===== config.mk =====
export PLATFORM = sky130hd
export DESIGN_NAME = spi_fd_master
export DESIGN_NICKNAME = d
export VERILOG_FILES = /design/src/rtl/spi_fd_pkg.sv /design/src/rtl/spi_fd_half_timer.sv /design/src/rtl/spi_fd_tx_shift.sv /design/src/rtl/spi_fd_rx_capture.sv /design/src/rtl/spi_fd_master.sv
export SDC_FILE = /design/constraint.sdc
export NUM_CORES = 1
export LEC_CHECK = 0
export ABC_AREA = 1
export BUFFER_PORTS_ARGS = -buffer_cell sky130_fd_sc_hd__clkbuf_2
export CAP_MARGIN = 10
export CORE_MARGIN = 5
export CORE_UTILIZATION = 41
export DETAILED_ROUTE_END_ITERATION = 8
export GPL_TIMING_DRIVEN = 0
export PLACE_DENSITY = 0.59
export SLEW_MARGIN = 20
export SYNTH_ARGS = -nofsm -noshare
export SYNTH_HDL_FRONTEND = slang
export SYNTH_SLANG_ARGS = --single-unit
export TNS_END_PERCENT = 100

===== constraint.sdc =====
create_clock -name clk -period 3.5 [get_ports clk]
set_input_delay 0.7 -clock clk [delete_from_list [all_inputs] [get_ports clk]]
set_output_delay 0.7 -clock clk [all_outputs]
set_load 0.05 [all_outputs]

===== src/rtl/spi_fd_pkg.sv =====
package spi_fd_pkg;
  typedef enum logic [1:0] {
    PH_IDLE = 2'd0,
    PH_LOW  = 2'd1,
    PH_HIGH = 2'd2
  } phase_t;
endpackage


===== src/rtl/spi_fd_half_timer.sv =====
module spi_fd_half_timer #(
  parameter int HALF_DIV = 2
) (
  input  logic clk,
  input  logic rst_n,
  input  logic run,
  output logic tick
);
  localparam int CW = (HALF_DIV > 1) ? $clog2(HALF_DIV) : 1;
  localparam logic [CW-1:0] LAST = CW'(HALF_DIV - 1);

  logic [CW-1:0] cnt_q;

  assign tick = run && (cnt_q == LAST);

  always_ff @(posedge clk or negedge rst_n) begin
    if (!rst_n)        cnt_q <= '0;
    else if (!run)     cnt_q <= '0;
    else if (cnt_q == LAST) cnt_q <= '0;
    else               cnt_q <= cnt_q + 1'b1;
  end
endmodule


===== src/rtl/spi_fd_tx_shift.sv =====
module spi_fd_tx_shift #(
  parameter int WORD_W = 32
) (
  input  logic              clk,
  input  logic              rst_n,
  input  logic              load,
  input  logic [WORD_W-1:0] load_word,
  input  logic              advance,
  output logic              next_bit
);
  // Holds the bits that follow the one already on the line.
  logic [WORD_W-1:0] sh_q;

  assign next_bit = sh_q[WORD_W-1];

  always_ff @(posedge clk or negedge rst_n) begin
    if (!rst_n)       sh_q <= '0;
    else if (load)    sh_q <= {load_word[WORD_W-2:0], 1'b0};
    else if (advance) sh_q <= {sh_q[WORD_W-2:0], 1'b0};
  end
endmodule


===== src/rtl/spi_fd_rx_capture.sv =====
module spi_fd_rx_capture #(
  parameter int WORD_W = 32,
  parameter int STAT_W = 8
) (
  input  logic              clk,
  input  logic              rst_n,
  input  logic              clear,
  input  logic              sample,
  input  logic              stop_after_status,
  input  logic              miso,
  output logic [WORD_W-1:0] rx_word,
  output logic [STAT_W-1:0] status
);
  localparam int NW = $clog2(STAT_W + 1);
  localparam logic [NW-1:0] FULL = NW'(STAT_W);
  localparam logic [NW-1:0] LAST = NW'(STAT_W - 1);

  logic [WORD_W-1:0] rx_q;
  logic [STAT_W-1:0] st_q;
  logic [NW-1:0]     got_q;
  logic              capture;

  assign capture = sample && !(stop_after_status && (got_q == FULL));
  assign rx_word = rx_q;
  assign status  = st_q;

  always_ff @(posedge clk or negedge rst_n) begin
    if (!rst_n) begin
      rx_q  <= '0;
      st_q  <= '0;
      got_q <= '0;
    end else if (clear) begin
      rx_q  <= '0;
      got_q <= '0;
    end else if (capture) begin
      rx_q <= {rx_q[WORD_W-2:0], miso};
      if (got_q != FULL) got_q <= got_q + 1'b1;
      if (got_q == LAST) st_q <= {rx_q[STAT_W-2:0], miso};
    end
  end
endmodule


===== src/rtl/spi_fd_master.sv =====
module spi_fd_master
  import spi_fd_pkg::*;
#(
  parameter int WORD_W   = 32,
  parameter int STAT_W   = 8,
  parameter int HALF_DIV = 2,
  parameter int CNT_W    = $clog2(WORD_W + 1)
) (
  input  logic              clk,
  input  logic              rst_n,
  input  logic              start,
  input  logic [WORD_W-1:0] tx_word,
  input  logic [CNT_W-1:0]  bit_count,
  input  logic              read_only,
  input  logic              write_only,
  output logic              busy,
  output logic              done,
  output logic [WORD_W-1:0] rx_word,
  output logic [STAT_W-1:0] status,
  output logic              sclk,
  output logic              mosi,
  input  logic              miso
);
  localparam logic [CNT_W-1:0] MAX_BITS = CNT_W'(WORD_W);

  phase_t           ph_q;
  logic [CNT_W-1:0] left_q;
  logic             fill_q, wonly_q, sclk_q, mosi_q, done_q;
  logic [CNT_W-1:0] n_req;
  logic             accept, tick, run, tx_next, end_high;

  assign busy     = (ph_q != PH_IDLE);
  assign accept   = start && !busy;
  assign n_req    = (bit_count > MAX_BITS) ? MAX_BITS : bit_count;
  assign run      = busy;
  assign end_high = (ph_q == PH_HIGH) && tick;
  assign done     = done_q;
  assign sclk     = sclk_q;
  assign mosi     = mosi_q;

  spi_fd_half_timer #(.HALF_DIV(HALF_DIV)) u_timer (
    .clk(clk), .rst_n(rst_n), .run(run), .tick(tick)
  );

  spi_fd_tx_shift #(.WORD_W(WORD_W)) u_tx (
    .clk(clk), .rst_n(rst_n), .load(accept), .load_word(tx_word),
    .advance(end_high), .next_bit(tx_next)
  );

  spi_fd_rx_capture #(.WORD_W(WORD_W), .STAT_W(STAT_W)) u_rx (
    .clk(clk), .rst_n(rst_n), .clear(accept), .sample(end_high),
    .stop_after_status(wonly_q), .miso(miso),
    .rx_word(rx_word), .status(status)
  );

  always_ff @(posedge clk or negedge rst_n) begin
    if (!rst_n) begin
      ph_q    <= PH_IDLE;
      left_q  <= '0;
      fill_q  <= 1'b0;
      wonly_q <= 1'b0;
      sclk_q  <= 1'b0;
      mosi_q  <= 1'b0;
      done_q  <= 1'b0;
    end else begin
      done_q <= 1'b0;
      unique case (ph_q)
        PH_IDLE: begin
          if (accept) begin
            fill_q  <= read_only;
            wonly_q <= write_only;
            if (n_req == '0) begin
              done_q <= 1'b1;
            end else begin
              ph_q   <= PH_LOW;
              left_q <= n_req;
              sclk_q <= 1'b0;
              mosi_q <= read_only ? 1'b1 : tx_word[WORD_W-1];
            end
          end
        end
        PH_LOW: begin
          if (tick) begin
            ph_q   <= PH_HIGH;
            sclk_q <= 1'b1;
          end
        end
        PH_HIGH: begin
          if (tick) begin
            sclk_q <= 1'b0;
            if (left_q == CNT_W'(1)) begin
              ph_q   <= PH_IDLE;
              mosi_q <= 1'b0;
              done_q <= 1'b1;
            end else begin
              ph_q   <= PH_LOW;
              mosi_q <= fill_q ? 1'b1 : tx_next;
            end
            left_q <= left_q - 1'b1;
          end
        end
        default: ph_q <= PH_IDLE;
      endcase
    end
  end
endmodule


# ---- After elaboration in Yosys (flattened, before gate mapping)
# Index checks and enable logic that the tools add are counted.
dict set report word_totals {
  register_bits 90
  latch_bits 0
  ramBits 0
  romBits 0
  in_bits 44
  out_inout_bits 44
  word_cells 85
  n_memories 0
}
dict set report op_classes {
  add_sub_neg 3
  mul 0
  n_div 0
  order_cmp 1
  n_eq_ne 10
  shift 0
  mux 37
  bitwise_logic 1
  reduce_logical 21
}
# cell n
set ops {}
lappend ops {{32-bit two-way mux} 4}
lappend ops {{6-bit two-way mux} 4}
lappend ops {{1-bit two-way mux} 17}
lappend ops {{4-bit two-way mux} 3}
lappend ops {{6-bit case mux with 2 select lines} 1}
lappend ops {{2-bit nonzero test} 5}
lappend ops {{2-bit two-way mux} 4}
lappend ops {{2-bit inequality test (second input constant)} 4}
lappend ops {{4-bit AND reduction} 2}
lappend ops {{6-bit by 1-bit == test with 1-bit output (second input constant)} 1}
lappend ops {{6-bit greater-than comparator (second input constant)} 1}
lappend ops {{6-bit logical NOT} 1}
lappend ops {{2-bit case mux with 3 select lines} 1}
lappend ops {{6-bit by 1-bit subtractor with 6-bit output (second input constant)} 1}
lappend ops {{1-bit logical AND} 5}
lappend ops {{5-bit AND reduction} 1}
lappend ops {{4-bit by 1-bit adder with 4-bit output (second input constant)} 1}
lappend ops {{4-bit by 3-bit == test with 1-bit output (second input constant)} 1}
lappend ops {{4-bit == test (second input constant)} 1}
lappend ops {{4-bit inequality test (second input constant)} 1}
lappend ops {{1-bit case mux with 2 select lines} 2}
lappend ops {{2-bit AND reduction} 2}
lappend ops {{1-bit case mux with 3 select lines} 1}
lappend ops {{3-bit AND reduction} 1}
lappend ops {{other kinds (7)} 8}

# ---- Depth between registers and ports, before layout
dict set report depth {
  depth_word 6
  mapped_depth 10
  mapped_depth_nobuf 10
}

# ---- Hierarchy
# A second synthesis with hierarchy kept.
dict set report hier_totals {
  hier_cells 529
  area_unflattened_um2 4516.8
}
# mod n_inst cells_per_inst area_each_um2 seq_area_each_um2
set by_module_without_submodules {}
lappend by_module_without_submodules {spi_fd_rx_capture 1 238 2189.6 1101.1}
lappend by_module_without_submodules {spi_fd_tx_shift 1 169 1417.6 775.7}
lappend by_module_without_submodules {spi_fd_master 1 117 867.1 325.3}
lappend by_module_without_submodules {spi_fd_half_timer 1 5 42.5 25.0}

# ---- Least setup slack after synthesis
# No wires, ideal clock.
dict set report synth_timing {
  path_kind {in2reg}
  from {input port bit_count[0]}
  to {register left_q[5]}
  setup_ns 0.116
  arrival_time_ns 1.499
  setup_slack_ns 1.884
  path_stages 6
  path_cell_list {o21ai_0 -> nand3_1 -> nor2_1 -> nor2_8 -> nand2_1 -> nand2_1}
}
dict set report synth_between {
  elab_chain_len 5
}
# element line
set synth_lines {}
lappend synth_lines {{start, declared} spi_fd_master.sv:13} ;# input logic [CNT_W-1:0] bit_count,
lappend synth_lines {{6-bit greater-than comparator} spi_fd_master.sv:34} ;# assign n_req = (bit_count > MAX_BITS) ? MAX_BITS : bit_count;
lappend synth_lines {{6-bit two-way mux (*)} spi_fd_master.sv:34}
lappend synth_lines {{6-bit logical NOT / 6-bit two-way mux (equally long branches)} spi_fd_master.sv:72} ;# if (n_req == '0) begin
lappend synth_lines {{2-bit inequality test (no line) / 6-bit two-way mux (equally long branches)} -}
lappend synth_lines {{4-bit AND reduction (no line) / 6-bit case mux with 2 select lines (equally long branches)} -}
lappend synth_lines {{end signal, assigned} spi_fd_master.sv:76} ;# left_q <= n_req;
lappend synth_lines {{end signal, assigned} spi_fd_master.sv:99} ;# left_q <= left_q - 1'b1;
lappend synth_lines {{end, declared} spi_fd_master.sv:27} ;# logic [CNT_W-1:0] left_q;
# Every way passes the cells marked *; elsewhere a longest branch is shown, timed or not. The select of a mux whose other input is x is not followed.
# A chain may end at the register's enable or synchronous reset.

# ---- Worst setup path in the final report
dict set report layout_timing {
  from {register ph_q[1]}
  to {output port busy}
}
dict set report layout_between {
  elab_chain_len 1
}
# element line
set layout_lines {}
lappend layout_lines {{start, declared} spi_fd_master.sv:26} ;# phase_t ph_q;
lappend layout_lines {{start signal, assigned} spi_fd_master.sv:58} ;# ph_q <= PH_IDLE;
lappend layout_lines {{start signal, assigned} spi_fd_master.sv:75} ;# ph_q <= PH_LOW;
lappend layout_lines {{start signal, assigned} spi_fd_master.sv:84} ;# ph_q <= PH_HIGH;
lappend layout_lines {{2-bit nonzero test} spi_fd_master.sv:32} ;# assign busy = (ph_q != PH_IDLE);
lappend layout_lines {{end, declared} spi_fd_master.sv:16} ;# output logic busy,
# No other way between the ends.

==> run summary <==
The all-layer global routing usage came out at 17.5%. TritonCTS built the clock tree. The combined flip-flop and latch cell area is 2230 um2. Once detail routing completed, the nets flagged for antenna violations numbered 0. The worst setup path is captured at an output pin. The share of the core filled with cells in the final layout came out at 50.7%. The run finished with clean final reports. The areal power density over the cells is 716 nW/um2. When the netlist entered floorplanning its net count stood at around 500. The number of max-slew violations in the final report is 0. The post-DP HPWL is 7040 um.

The detailed router finished its first iteration with 175 violations. Counting every sink on the clock net gives 89. The launch point of the worst reg-to-reg path is u_rx.got_q[0]$_DFFE_PN0P_. The hold slack is between 0.3 and 0.4 ns. The setup-violating endpoint count in the final report is 0. The overall die area is approximately 12000 um2. The layout-stage area growth over the synthesis result is 20.8%. The pin count of the biggest net entering global routing is 90. STA classifies the critical path startpoint as a flop. The number of core rows is 36. The number of inserted filler cells in the final layout is slightly below 1k. The number of nets in the final layout is 595. The average vias per placed instance is a little under 5.

The worst pin sits at a relative slew slack of between 50% and 60%. The count of cell instances traversed by the critical path came out at 3. The portion of synthesized cell area occupied by the leading cell type came out at 54.3%. The period utilization came out at between 50% and 60%. The reg2reg setup slack is roughly 1.8 ns. The prevailing post-synth register cell is sky130_fd_sc_hd__dfrtp_1.

After detailed placement, the total cell area comes to 4710 um2. The register bit count reported by yosys is 89. The largest voltage drop on the vdd net is roughly 0.00028 V. Routability-driven placement finished with a final weighted congestion of between 0.8 and 0.9.

The critical path goes through nor2_4 -> inv_1 -> clkbuf_2. The finished cells cover approximately 5000 um2. The synthesized netlist cell count is between 400 and 500.

The number of buffers inserted by post-CTS setup repair came out at 0. The library cell used most frequently in the layout, excluding fill and tap cells, is sky130_fd_sc_hd__nand2_1. The overall power of the completed layout is between 3 and 4 mW. Yosys mapped a number of flops with a built-in enable equal to 0. The number of buffers inserted for hold repair after clock tree synthesis came out at 0. STA puts the critical path data arrival time at 1.34 ns. Once placement completed, the tool counted placed cells totaling 669.

Counting flops with an async set or reset pin after synthesis yields a share of 100%. The via count of the first global-routing pass is approximately 3.4k. The number of cells on the worst reg-to-reg path is 9. The largest total area in the synthesized netlist belongs to sky130_fd_sc_hd__dfrtp_1. Leaving out filler cells and counting taps, the final layout contains 685. At the pin with the least slew margin, the transition time is 0.713 ns.

The antenna diode count is 0. The number of iterations in the first detailed-routing pass is 4. After clock tree synthesis, the repair step resized 0 gates. The number of buffers and inverters on the critical path is 2.

The global-route wire length before repair came out at around 16000 um. The number of buffers inserted during clock tree synthesis came out at 9. The count of input and output buffers is 87. Averaged over all synthesized cells, the footprint is between 9 and 10 um2.

The min-delay analysis places its worst path in the category in2async. 88 I/O pins were placed. The gate family responsible for the most delay along the worst path is flip-flops. The smallest clock period supported by the final layout is computed as between 2 and 2.5 ns.

The number of maximum-capacitance constraint violations is 0. The initial antenna violation count is 0. The via count of the routed design is 3329.

For this configuration, the core starts out at a cell density of 42.0%. In the final routed layout, each cell accounts on average for 14.4 um. The share of final-layout standard cells stronger than drive strength 1 is 26.1%. Setup repair after global routing left no endpoint under its margin.

After floorplanning, the core was sized to cover 9770 um2. The remaining routing DRC violations is 0. The highest-delay cell along the critical path is sky130_fd_sc_hd__dfrtp_1. Clock latency on the worst-skew pair, taken at its later pin, is between 0.3 and 0.4 ns. In this run the static leakage power is 2.51 nW. The width of the die is 110 um.

The distinct cell type count of the synthesized netlist is 30. The critical path starts at ph_q[1]$_DFFE_PN0P_. The library cells used most frequently in the layout, excluding fill and tap cells, are sky130_fd_sc_hd__nand2_1, sky130_fd_sc_hd__dfrtp_1, sky130_fd_sc_hd__clkbuf_2.

Prior to clock tree synthesis, the placed netlist has a worst setup slack of 1.65 ns. The combined area of the multi-input logic cells is 1540 um2. The maximum fanout encountered on the critical timing path is 6. The number of warnings reported in the yosys synthesis log is 0.

The final clock skew came out at 0.0119 ns. Setup slack closes at 1.46 ns. The deepest clock path buffer count came out at 2. The destination of the critical timing path is busy. The vertical die dimension came out at 110 um. Wires add up to 9850 um.

For the worst setup path, the data required time is 2.80 ns. The critical setup path kind is reg2out. The CTS H-tree depth is 3. The summed negative setup slack over all endpoints is 0 ns. The sequential area share after synthesis came out at approximately 54%.

The number of hold violations in the final report is 0. The total congestion overflow after global routing is 0. The longest individual stage delay on the worst path is 0.49 ns. Yosys attributes the largest share of cell area to sky130_fd_sc_hd__dfrtp_1, sky130_fd_sc_hd__nand2_1, sky130_fd_sc_hd__o22ai_1, sky130_fd_sc_hd__nor2_1, sky130_fd_sc_hd__nand3_1.

In this run the critical register-to-register path is captured at u_rx.rx_word[11]$_DFFE_PN0P_. The tree is rooted in a sky130_fd_sc_hd__clkbuf_8. The clock-pin slew on the worst setup and hold paths came out at 0.09 ns.

The upper clock frequency limit came out at 490 MHz. The combined area of all synthesized cells is 4100 um2.
-- Yosys cell counts (4+ instances only) --
cell / n
sky130_fd_sc_hd__nand3_1: 30
sky130_fd_sc_hd__ha_1: 4
sky130_fd_sc_hd__buf_4: 6
sky130_fd_sc_hd__o21ai_0: 27
sky130_fd_sc_hd__nand2_1: 91
sky130_fd_sc_hd__inv_1: 38
sky130_fd_sc_hd__nand2_4: 5
sky130_fd_sc_hd__nor2_1: 45
sky130_fd_sc_hd__a21oi_1: 17
sky130_fd_sc_hd__dfrtp_1: 89
sky130_fd_sc_hd__buf_6: 8
sky130_fd_sc_hd__buf_2: 5
sky130_fd_sc_hd__nand4_1: 4
sky130_fd_sc_hd__o22ai_1: 34
sky130_fd_sc_hd__o21ai_1: 23
-- layer usage --
layer  share of wire, %  track usage [%]  wire, um
met5                  0                0         0
met4               0.56             4.81        55
met3                4.6             4.89       452
met2                 49             28.5      4840
met1                 46             22.9      4490
-- report_power, final --
part	total (mW)	internal, mW	switching (mW)
combinational	1.24	0.443	0.801
clock	0.847	0.474	0.373
sequential	1.46	1.30	0.164
-- registers in the layout (all words and copies together), names as in the netlist, 2 cells and up --
signal,flops
u_rx.status,8
ph_q,2
u_rx.got_q,4
u_rx.rx_word,32
left_q,6
u_tx.sh_q,31
-- how the worst min path moves through the flow --
stage,startpoint,endpoint,slack (ns),cells past startpoint
2_1_floorplan,rst_n,done$_DFF_PN0_,0.40,0
3_3_place_gp,u_rx.status[6]$_DFFE_PN0P_,u_rx.status[6]$_DFFE_PN0P_,0.46,2
3_5_place_dp,fill_q$_DFFE_PN0P_,fill_q$_DFFE_PN0P_,0.47,2
4_1_cts,rst_n,u_tx.sh_q[17]$_DFFE_PN0P_,0.42,1
5_1_grt,rst_n,u_tx.sh_q[17]$_DFFE_PN0P_,0.43,1
6_report,rst_n,u_tx.sh_q[16]$_DFFE_PN0P_,0.38,1
-- kinds of logic (layout without fill, tap and decap cells) --
logic type | Yosys count | after routing | share of synthesized area (%)
buf+inv | 64 | 167 | 8.24
simple gates | 187 | 187 | 22.1
flops | 89 | 89 | 54.3
xor+xnor | 1 | 1 | 0.214
fa+ha+maj | 4 | 4 | 1.22
compound gates | 104 | 104 | 13.9
-- area by class of cell --
cell class	count	share of cell area (%)
Sequential cell	89	44.9
Multi-Input combinational cell	296	31.0
Timing Repair Buffer	87	8.96
Inverter	45	3.59
Tap cell	133	3.36
Buffer	19	3.23
Clock buffer	9	2.50
Clock inverter	7	2.40
-- worst register-to-register path, delay by kind of cell (launching register included) --
| kind | cells | cell delay (ns) |
|---|---|---|
| simple gates | 4 | 0.50 |
| flops | 1 | 0.39 |
| buf+inv | 3 | 0.39 |
| compound gates | 1 | 0.18 |
| fa+ha+maj | 1 | 0.16 |
Power figures use the tool's default switching activity.
